===== src/rtl/da_biquad_pkg.sv =====
package da_biquad_pkg;
  localparam int NTAP = 5;
  localparam int CW   = 16;
  localparam int TW   = CW + 3;
  localparam int NENT = 1 << NTAP;

  typedef logic signed [CW-1:0] coef_t;
  typedef coef_t [NTAP-1:0]     coef_vec_t;
  typedef logic signed [TW-1:0] tsum_t;
  typedef logic [NTAP-1:0]      slice_t;

  // Sum of the coefficients selected by the set bits of one address.
  function automatic tsum_t table_entry(coef_vec_t c, slice_t a);
    tsum_t s;
    s = '0;
    for (int k = 0; k < NTAP; k++) begin
      if (a[k]) s = s + TW'($signed(c[k]));
    end
    return s;
  endfunction
endpackage


===== src/rtl/da_coef_table.sv =====
module da_coef_table
  import da_biquad_pkg::*;
#(
  parameter coef_vec_t COEFS = '0
) (
  input  slice_t addr_hi,
  input  slice_t addr_lo,
  output tsum_t  sum_hi,
  output tsum_t  sum_lo
);
  tsum_t rom [NENT];

  for (genvar i = 0; i < NENT; i++) begin : g_entry
    assign rom[i] = table_entry(COEFS, slice_t'(i));
  end

  assign sum_hi = rom[addr_hi];
  assign sum_lo = rom[addr_lo];
endmodule


===== src/rtl/da_state_bank.sv =====
module da_state_bank
  import da_biquad_pkg::*;
#(
  parameter int DW = 16
) (
  input  logic          clk,
  input  logic          rst,
  input  logic          load,
  input  logic [DW-1:0] x_in,
  input  logic          step,
  input  logic          dual,
  input  logic          commit,
  input  logic [DW-1:0] y_new,
  output slice_t        slice_hi,
  output slice_t        slice_lo
);
  logic [DW-1:0] x_cur, x_d1, x_d2, y_d1, y_d2;
  logic [DW-1:0] sh [NTAP];

  always_ff @(posedge clk) begin
    if (rst) begin
      x_cur <= '0;
      x_d1  <= '0;
      x_d2  <= '0;
      y_d1  <= '0;
      y_d2  <= '0;
      for (int k = 0; k < NTAP; k++) sh[k] <= '0;
    end else begin
      if (load) begin
        x_cur <= x_in;
        sh[0] <= x_in;
        sh[1] <= x_d1;
        sh[2] <= x_d2;
        sh[3] <= y_d1;
        sh[4] <= y_d2;
      end else if (step) begin
        for (int k = 0; k < NTAP; k++) sh[k] <= dual ? (sh[k] << 2) : (sh[k] << 1);
      end
      if (commit) begin
        x_d2 <= x_d1;
        x_d1 <= x_cur;
        y_d2 <= y_d1;
        y_d1 <= y_new;
      end
    end
  end

  always_comb begin
    for (int k = 0; k < NTAP; k++) begin
      slice_hi[k] = sh[k][DW-1];
      slice_lo[k] = sh[k][DW-2];
    end
  end
endmodule


===== src/rtl/da_shift_acc.sv =====
module da_shift_acc
  import da_biquad_pkg::*;
#(
  parameter int DW   = 16,
  parameter int FRAC = 14,
  parameter int AW   = TW + DW + 1
) (
  input  logic                 clk,
  input  logic                 rst,
  input  logic                 clear,
  input  logic                 step,
  input  logic                 first,
  input  logic                 dual,
  input  tsum_t                t_hi,
  input  tsum_t                t_lo,
  output logic signed [DW-1:0] y_word,
  output logic                 sat_hi,
  output logic                 sat_lo
);
  localparam logic signed [AW-1:0] YMAX = {{(AW-DW+1){1'b0}}, {(DW-1){1'b1}}};
  localparam logic signed [AW-1:0] YMIN = {{(AW-DW+1){1'b1}}, {(DW-1){1'b0}}};

  logic signed [AW-1:0] acc, acc_nx, term, scaled;

  function automatic logic signed [AW-1:0] widen(tsum_t t);
    return AW'(t);
  endfunction

  // Weighted table contribution of the current bit plane(s); the sign
  // plane enters negated.
  function automatic logic signed [AW-1:0] plane_term(tsum_t hi, tsum_t lo,
                                                      logic two, logic sgn);
    logic signed [AW-1:0] v;
    v = two ? (widen(hi) <<< 1) : widen(hi);
    if (sgn) v = -v;
    if (two) v = v + widen(lo);
    return v;
  endfunction

  assign term   = plane_term(t_hi, t_lo, dual, first);
  assign acc_nx = (dual ? (acc <<< 2) : (acc <<< 1)) + term;
  assign scaled = acc_nx >>> FRAC;
  assign sat_hi = scaled > YMAX;
  assign sat_lo = scaled < YMIN;

  always_comb begin
    if (sat_hi)      y_word = YMAX[DW-1:0];
    else if (sat_lo) y_word = YMIN[DW-1:0];
    else             y_word = scaled[DW-1:0];
  end

  always_ff @(posedge clk) begin
    if (rst || clear) acc <= '0;
    else if (step)    acc <= acc_nx;
  end
endmodule


===== src/rtl/da_seq.sv =====
module da_seq #(
  parameter int DW = 16
) (
  input  logic clk,
  input  logic rst,
  input  logic in_valid,
  input  logic dual_in,
  output logic in_ready,
  output logic accept,
  output logic busy,
  output logic first,
  output logic last,
  output logic dual_q
);
  localparam int CNTW = $clog2(DW);
  localparam logic [CNTW-1:0] END1 = CNTW'(DW - 1);
  localparam logic [CNTW-1:0] END2 = CNTW'(DW / 2 - 1);

  logic [CNTW-1:0] cnt;

  assign in_ready = !busy;
  assign accept   = in_valid && !busy;
  assign first    = busy && (cnt == '0);
  assign last     = busy && (cnt == (dual_q ? END2 : END1));

  always_ff @(posedge clk) begin
    if (rst) begin
      busy   <= 1'b0;
      cnt    <= '0;
      dual_q <= 1'b0;
    end else if (accept) begin
      busy   <= 1'b1;
      cnt    <= '0;
      dual_q <= dual_in;
    end else if (busy) begin
      cnt <= cnt + 1'b1;
      if (last) busy <= 1'b0;
    end
  end
endmodule


===== src/rtl/da_biquad.sv =====
module da_biquad
  import da_biquad_pkg::*;
#(
  parameter int        DW        = 16,
  parameter int        COEF_FRAC = 14,
  parameter coef_vec_t COEFS     = {-16'sd4096, 16'sd12288, 16'sd4096, 16'sd8192, 16'sd4096}
) (
  input  logic          clk,
  input  logic          rst,
  input  logic          in_valid,
  output logic          in_ready,
  input  logic [DW-1:0] in_data,
  input  logic          dual_bit,
  output logic          out_valid,
  output logic [DW-1:0] out_data
);
  localparam int AW = TW + DW + 1;

  logic   accept_w, busy_w, first_w, last_w, dual_q;
  logic   sat_hi_w, sat_lo_w;
  slice_t sl_hi, sl_lo;
  tsum_t  t_hi, t_lo;
  logic signed [DW-1:0] y_w;

  da_seq #(.DW(DW)) u_seq (
    .clk(clk), .rst(rst), .in_valid(in_valid), .dual_in(dual_bit),
    .in_ready(in_ready), .accept(accept_w), .busy(busy_w),
    .first(first_w), .last(last_w), .dual_q(dual_q)
  );

  da_state_bank #(.DW(DW)) u_state (
    .clk(clk), .rst(rst), .load(accept_w), .x_in(in_data),
    .step(busy_w), .dual(dual_q), .commit(last_w), .y_new(y_w),
    .slice_hi(sl_hi), .slice_lo(sl_lo)
  );

  da_coef_table #(.COEFS(COEFS)) u_table (
    .addr_hi(sl_hi), .addr_lo(sl_lo), .sum_hi(t_hi), .sum_lo(t_lo)
  );

  da_shift_acc #(.DW(DW), .FRAC(COEF_FRAC), .AW(AW)) u_acc (
    .clk(clk), .rst(rst), .clear(accept_w), .step(busy_w),
    .first(first_w), .dual(dual_q), .t_hi(t_hi), .t_lo(t_lo),
    .y_word(y_w), .sat_hi(sat_hi_w), .sat_lo(sat_lo_w)
  );

  always_ff @(posedge clk) begin
    if (rst) begin
      out_valid <= 1'b0;
      out_data  <= '0;
    end else begin
      out_valid <= last_w;
      if (last_w) out_data <= y_w;
    end
  end
endmodule


===== config.mk =====
export PLATFORM = sky130hd
export DESIGN_NAME = da_biquad
export DESIGN_NICKNAME = d
export VERILOG_FILES = /design/src/rtl/da_biquad_pkg.sv /design/src/rtl/da_coef_table.sv /design/src/rtl/da_state_bank.sv /design/src/rtl/da_shift_acc.sv /design/src/rtl/da_seq.sv /design/src/rtl/da_biquad.sv
export SDC_FILE = /design/constraint.sdc
export NUM_CORES = 1
export LEC_CHECK = 0
export BUFFER_PORTS_ARGS = -buffer_cell sky130_fd_sc_hd__buf_4
export CAP_MARGIN = 40
export CORE_AREA = 2 2 175 177
export DETAILED_ROUTE_END_ITERATION = 6
export DIE_AREA = 0 0 177 179
export SKIP_LAST_GASP = 1
export SYNTH_ARGS = -nofsm -noshare
export SYNTH_HDL_FRONTEND = slang
export SYNTH_SLANG_ARGS = --single-unit

===== constraint.sdc =====
create_clock -name clk -period 17.1 [get_ports clk]
set_input_delay 1.71 -clock clk [delete_from_list [all_inputs] [get_ports clk]]
set_output_delay 1.71 -clock clk [all_outputs]
set_load 0.005 [all_outputs]

======== After elaboration in Yosys (flattened, before gate mapping) ========
Memories as Yosys holds them, arrays and structs flattened.
Cells that the tools add are included.
word-level totals
  latch bits .............................. 0
  bits in read-only memories .............. 1216
  word-level logic and storage cells ...... 79
  memories ................................ 3
  bits of input ports ..................... 20
  RAM bits ................................ 80
  bits in registers ....................... 122
  output and inout bits ................... 18
cells by class
  shift operators ......................... 0
  add/subtract/negate cells ............... 4
  equality and inequality tests ........... 1
  bitwise logic cells ..................... 12
  reductions and logical operators ........ 7
  multiplexer cells ....................... 38
  div/mod/pow operators ................... 0
  $mul .................................... 0
  order comparisons ....................... 4
memory list
  memory            depth  bits a word  rd ports  clocked after Yosys merged registers in  write ports  line                 text
  (name not given)  32     19           1         0                                        0            da_coef_table.sv:17  assign sum_hi = rom[addr_hi];
  (name not given)  32     19           1         0                                        0            da_coef_table.sv:18  assign sum_lo = rom[addr_lo];
  u_state.sh        5      16           5         0                                        5            da_state_bank.sv:18  logic [DW-1:0] sh [NTAP];
operators by type and width
  kind                                                             count
  two-way mux 16 bit                                               17
  two-way mux 36 bit                                               3
  two-way mux 19 bit                                               5
  adder 36 x 19 -> 36 bit                                          1
  adder 36 bit                                                     1
  negator 20 -> 36 bit                                             1
  greater-than comparator 22 x 16 -> 1 bit, second input constant  1
  < comparator 22 x 16 -> 1 bit, second input constant             1
  greater-or-equal comparator 6 bit, second input constant         2
  two-way mux 1 bit                                                12
  NOT 5 -> 6 bit                                                   2
  bitwise OR 1 bit                                                 10
  adder 4 x 1 -> 4 bit, second input constant                      1
  == test 4 bit                                                    1
  zero test 4 bit                                                  1
  two-way mux 4 bit                                                1
  logical AND 1 bit                                                3
  OR reduction 2 bit                                               1
  zero test 1 bit                                                  1
  logical OR 1 bit                                                 1

======== Longest topological paths before layout ========
An unclocked memory read counts as a cell.
  word-level depth ........................ 14
  depth in mapped cells ................... 36
  mapped depth without buffers ............ 33

======== Hierarchy ========
From an unflattened synthesis, not the netlist that was laid out.
unflattened totals
  cells, all modules ...................... 1712
  area total of the unflattened synthesis .. 15944.0 µm²
modules (own cells, without submodules)
  module         times used  seq. area each (µm²)  area an instance (µm²)  cells each
  da_state_bank  1           4003.8                7288.2                  527
  da_shift_acc   1           700.7                 7050.5                  1000
  da_coef_table  1           0.0                   675.6                   97
  da_biquad      1           340.3                 608.1                   54
  da_seq         1           120.1                 321.6                   34

======== Least setup slack after synthesis ========
Ideal clock, no wire load.
  path type ............................... register to register
  start ................................... memory u_state.sh[1][15], in the netlist u_state.sh[0][31]
  end ..................................... register u_state.y_d1[13]
  setup slack ............................. 10.757 ns
  cell stages (with the launch flop) ...... 33
  required time ........................... 16.979 ns
  arrival time ............................ 6.222 ns
  library setup time ...................... 0.121 ns
  cell sequence ........................... edfxtp_1 > inv_1 > ha_1 > nor2_1 > nor2_1 > a211o_1 > a21oi_1 > nor2_1 > a21oi_1 > inv_1 > ha_1 > mux2i_1 > inv_1 > ha_1 > nand3_1 > or4b_4 > a32oi_4 > a21o_1 > a21oi_1 > o21bai_1 > xor2_1 > a21o_1 > ha_1 > a21oi_1 > o21ai_0 > a31oi_1 > a21oi_1 > o311a_1 > a311oi_1 > nand4_1 > o2bb2ai_2 > buf_6 > o22ai_1
RTL lines
  what                    line                 text
  start: declaration      da_state_bank.sv:18
  end signal: assignment  da_state_bank.sv:43  y_d1 <= y_new;
  end: declaration        da_state_bank.sv:17  logic [DW-1:0] x_cur, x_d1, x_d2, y_d1, y_d2;

==> results.json <==
{
  "cts_hold_buf": 0,
  "critPathBufInv": 2,
  "start_kind": "flip-flop",
  "syn_inst": 1291,
  "vias": 9218,
  "crit_required_ns": 17.39,
  "syn_area_um2": 11200,
  "hold_violations": 0,
  "h-tree-depth": 4,
  "yosysTopAreaCellShare_pct": 21.4,
  "cts-root-buf": "clkbuf_16",
  "finalCritPeriodShare_pct": 44.8,
  "grt_max_degree": 59,
  "port_buffers": 37,
  "coreArea_um2": 30000,
  "tns_ns": 0,
  "die_area_um2": 31700,
  "ys_ff_latch": 190,
  "fp.dieH_um": 179,
  "grt_overflow": 0,
  "synth.yosys.seq_area_share_pct": 41.1,
  "ys_async_sr_fraction_pct": 0,
  "antenna_left": 0,
  "power_density_nw_per_um2": 97.6,
  "antenna_cells": 0,
  "drt-wirelength-per-cell_um": 16.7,
  "fin_crit_ns": 7.66,
  "synth.most_common_cell": "nand2_1",
  "post-cts-setup-buffers": 0,
  "clock_sinks": 190,
  "hp-class": "flip-flop to flip-flop",
  "cap_violations": 0,
  "synth_ff_type": "dfxtp_1",
  "crit_type": "flip-flop to flip-flop",
  "cts.clk_slew.worst_paths_ns": 0.07,
  "first_pass_iters": 5,
  "yosysWarnings": 0,
  "drive_above_1_share_pct": 9.49,
  "crit_family": "compound AO/OA/AOI/OAI gates",
  "cp_data_arrival_time_ns": 7.95,
  "io_pins": 38,
  "synth-edff-count": 80,
  "place_congestion": 0.899,
  "die_x_um": 177,
  "floorplan.initialDensity_pct": 37.3,
  "wl_um": 28100,
  "clock_path_buffers": 2,
  "p_leak_nw": 4.69,
  "area_delta_synth_final_pct": 9.78,
  "syn_area_per_cell_um2": 8.68,
  "cts_tree": "yes",
  "nets": 1342,
  "grt_pass1_wl_um": 45500,
  "setup_viol": 0,
  "drt_iter0_drc": 564,
  "slew_viol_final": 0,
  "grt_usage_pct": 18.1,
  "synth_nets": 1361,
  "drc": 0,
  "first_global_vias": 8665,
  "cp_max_fo": 15,
  "hpwl_um": 19100,
  "synth_common_cells": "nand2_1 (251), a21oi_1 (128), dfxtp_1 (110)",
  "final_util_pct": 41.0,
  "cts_resized": 0,
  "synth_cell_types": 67,
  "antenna_found_initial": 0,
  "vias_per_cell": 5.48,
  "core.rowCount": 64,
  "cpPeakStageDelay_ns": 0.61,
  "cts_buffers": 17,
  "run_status": "finished, final reports clean",
  "netlist_top_cells_area": "edfxtp_1 (21%), dfxtp_1 (20%), nand2_1 (8.4%), mux2i_1 (6.8%), a21oi_1 (5.7%)",
  "slew_headroom_pct": 41.9,
  "fmax_mhz": 131,
  "critPathCaptureType": "flip-flop",
  "ir_drop_mv": 0.105,
  "holdWs_ns": 0.451,
  "clkLatencyLatePin_ns": 0.44,
  "fin_skew_ns": 0.0115,
  "synth_top_area_cell": "edfxtp_1",
  "rsz0062_at_grt": "no",
  "finalPower_mw": 1.20,
  "slowest_stage": "o2bb2ai_2",
  "tightest_slew_ns": 0.870
}
==> report_power, final <==
part | total, mW | leakage (nW) | internal, mW | switching [mW]
Clock | 0.381 | 0.271 | 0.208 | 0.173
Sequential | 0.520 | 1.80 | 0.498 | 0.0212
Combinational | 0.300 | 2.61 | 0.113 | 0.187
Total | 1.20 | 4.69 | 0.820 | 0.381
==> per-stage QoR <==
step,area [um2],worst slack (ns),std cells
floorplan,11200,10.76,1291
global placement,11700,9.60,1647
detailed placement,11700,9.51,1649
CTS,12300,9.46,1681
global route,12300,8.54,1681
finish,12300,9.44,1681
==> layout make-up <==
class	count	area, um2
timing repair buffer	51	393
inverter	33	125
clock buffer	24	504
multi-input combinational	979	6120
sequential	190	4610
clock inverter	8	56.3
fill	3003	17700
tap	396	495
==> layer usage <==
metal	wire length, um	part of all wire [%]	GRT usage (%)	vias up
met1	13300	47	24.6	4401
met3	1180	4.2	2.63	38
met5	0	0	0	-
li1	-	-	-	4564
met4	559	2.0	5.72	0
met2	13100	47	29.5	215
==> tightest hold or removal path: cells and delay by family, from the launching register on <==
family,cells,cell delay (ns)
compound gates,1,0.05
flops,1,0.31
simple gates,1,0.05
==> kinds of logic after synthesis <==
kind of cell | after synthesis | share of synthesized area, %
compound gates | 372 | 20.5
xor+xnor | 38 | 3.04
fa+ha+maj | 51 | 5.80
buf+inv | 122 | 4.44
flops | 190 | 41.1
mux | 96 | 8.80
simple gates | 422 | 16.4
==> state kept, by name, indices dropped and copies added, names as in the netlist <==
signal,count
u_state.x_d1,16
u_state.y_d1,16
u_seq.busy,1
out_valid,1
u_acc.acc,23
u_seq.cnt,4
u_state.x_d2,16
u_state.y_d2,16
u_state.sh,80
u_state.x_cur,16
u_seq.dual_q,1
==> cells in the final DEF (no fill, tap or decap), types with 18 or more instances in the layout <==
cell,instances
edfxtp_1,80
a21oi_1,128
mux2_2,20
nand2_1,250
o21ai_0,98
buf_4,49
dfxtp_1,109
mux2i_1,76
nor2_1,74
a31oi_1,18
ha_1,48
clkbuf_16,19
xnor2_1,23
inv_1,32
a21o_1,21
==> final timing paths <==
kind	startpoint	end	slack [ns]	cells past startpoint
worst max-delay path	u_state.sh[0][31]	u_state.y_d1[9]	9.44	31
worst min-delay path	u_state.x_d2[0]	u_state.x_d2[0]	0.45	2
worst max register to register	u_state.sh[0][31]	u_state.y_d1[9]	9.44	31
worst min register to register	u_state.x_d2[0]	u_state.x_d2[0]	0.45	2
Power figures use the tool's default switching activity.
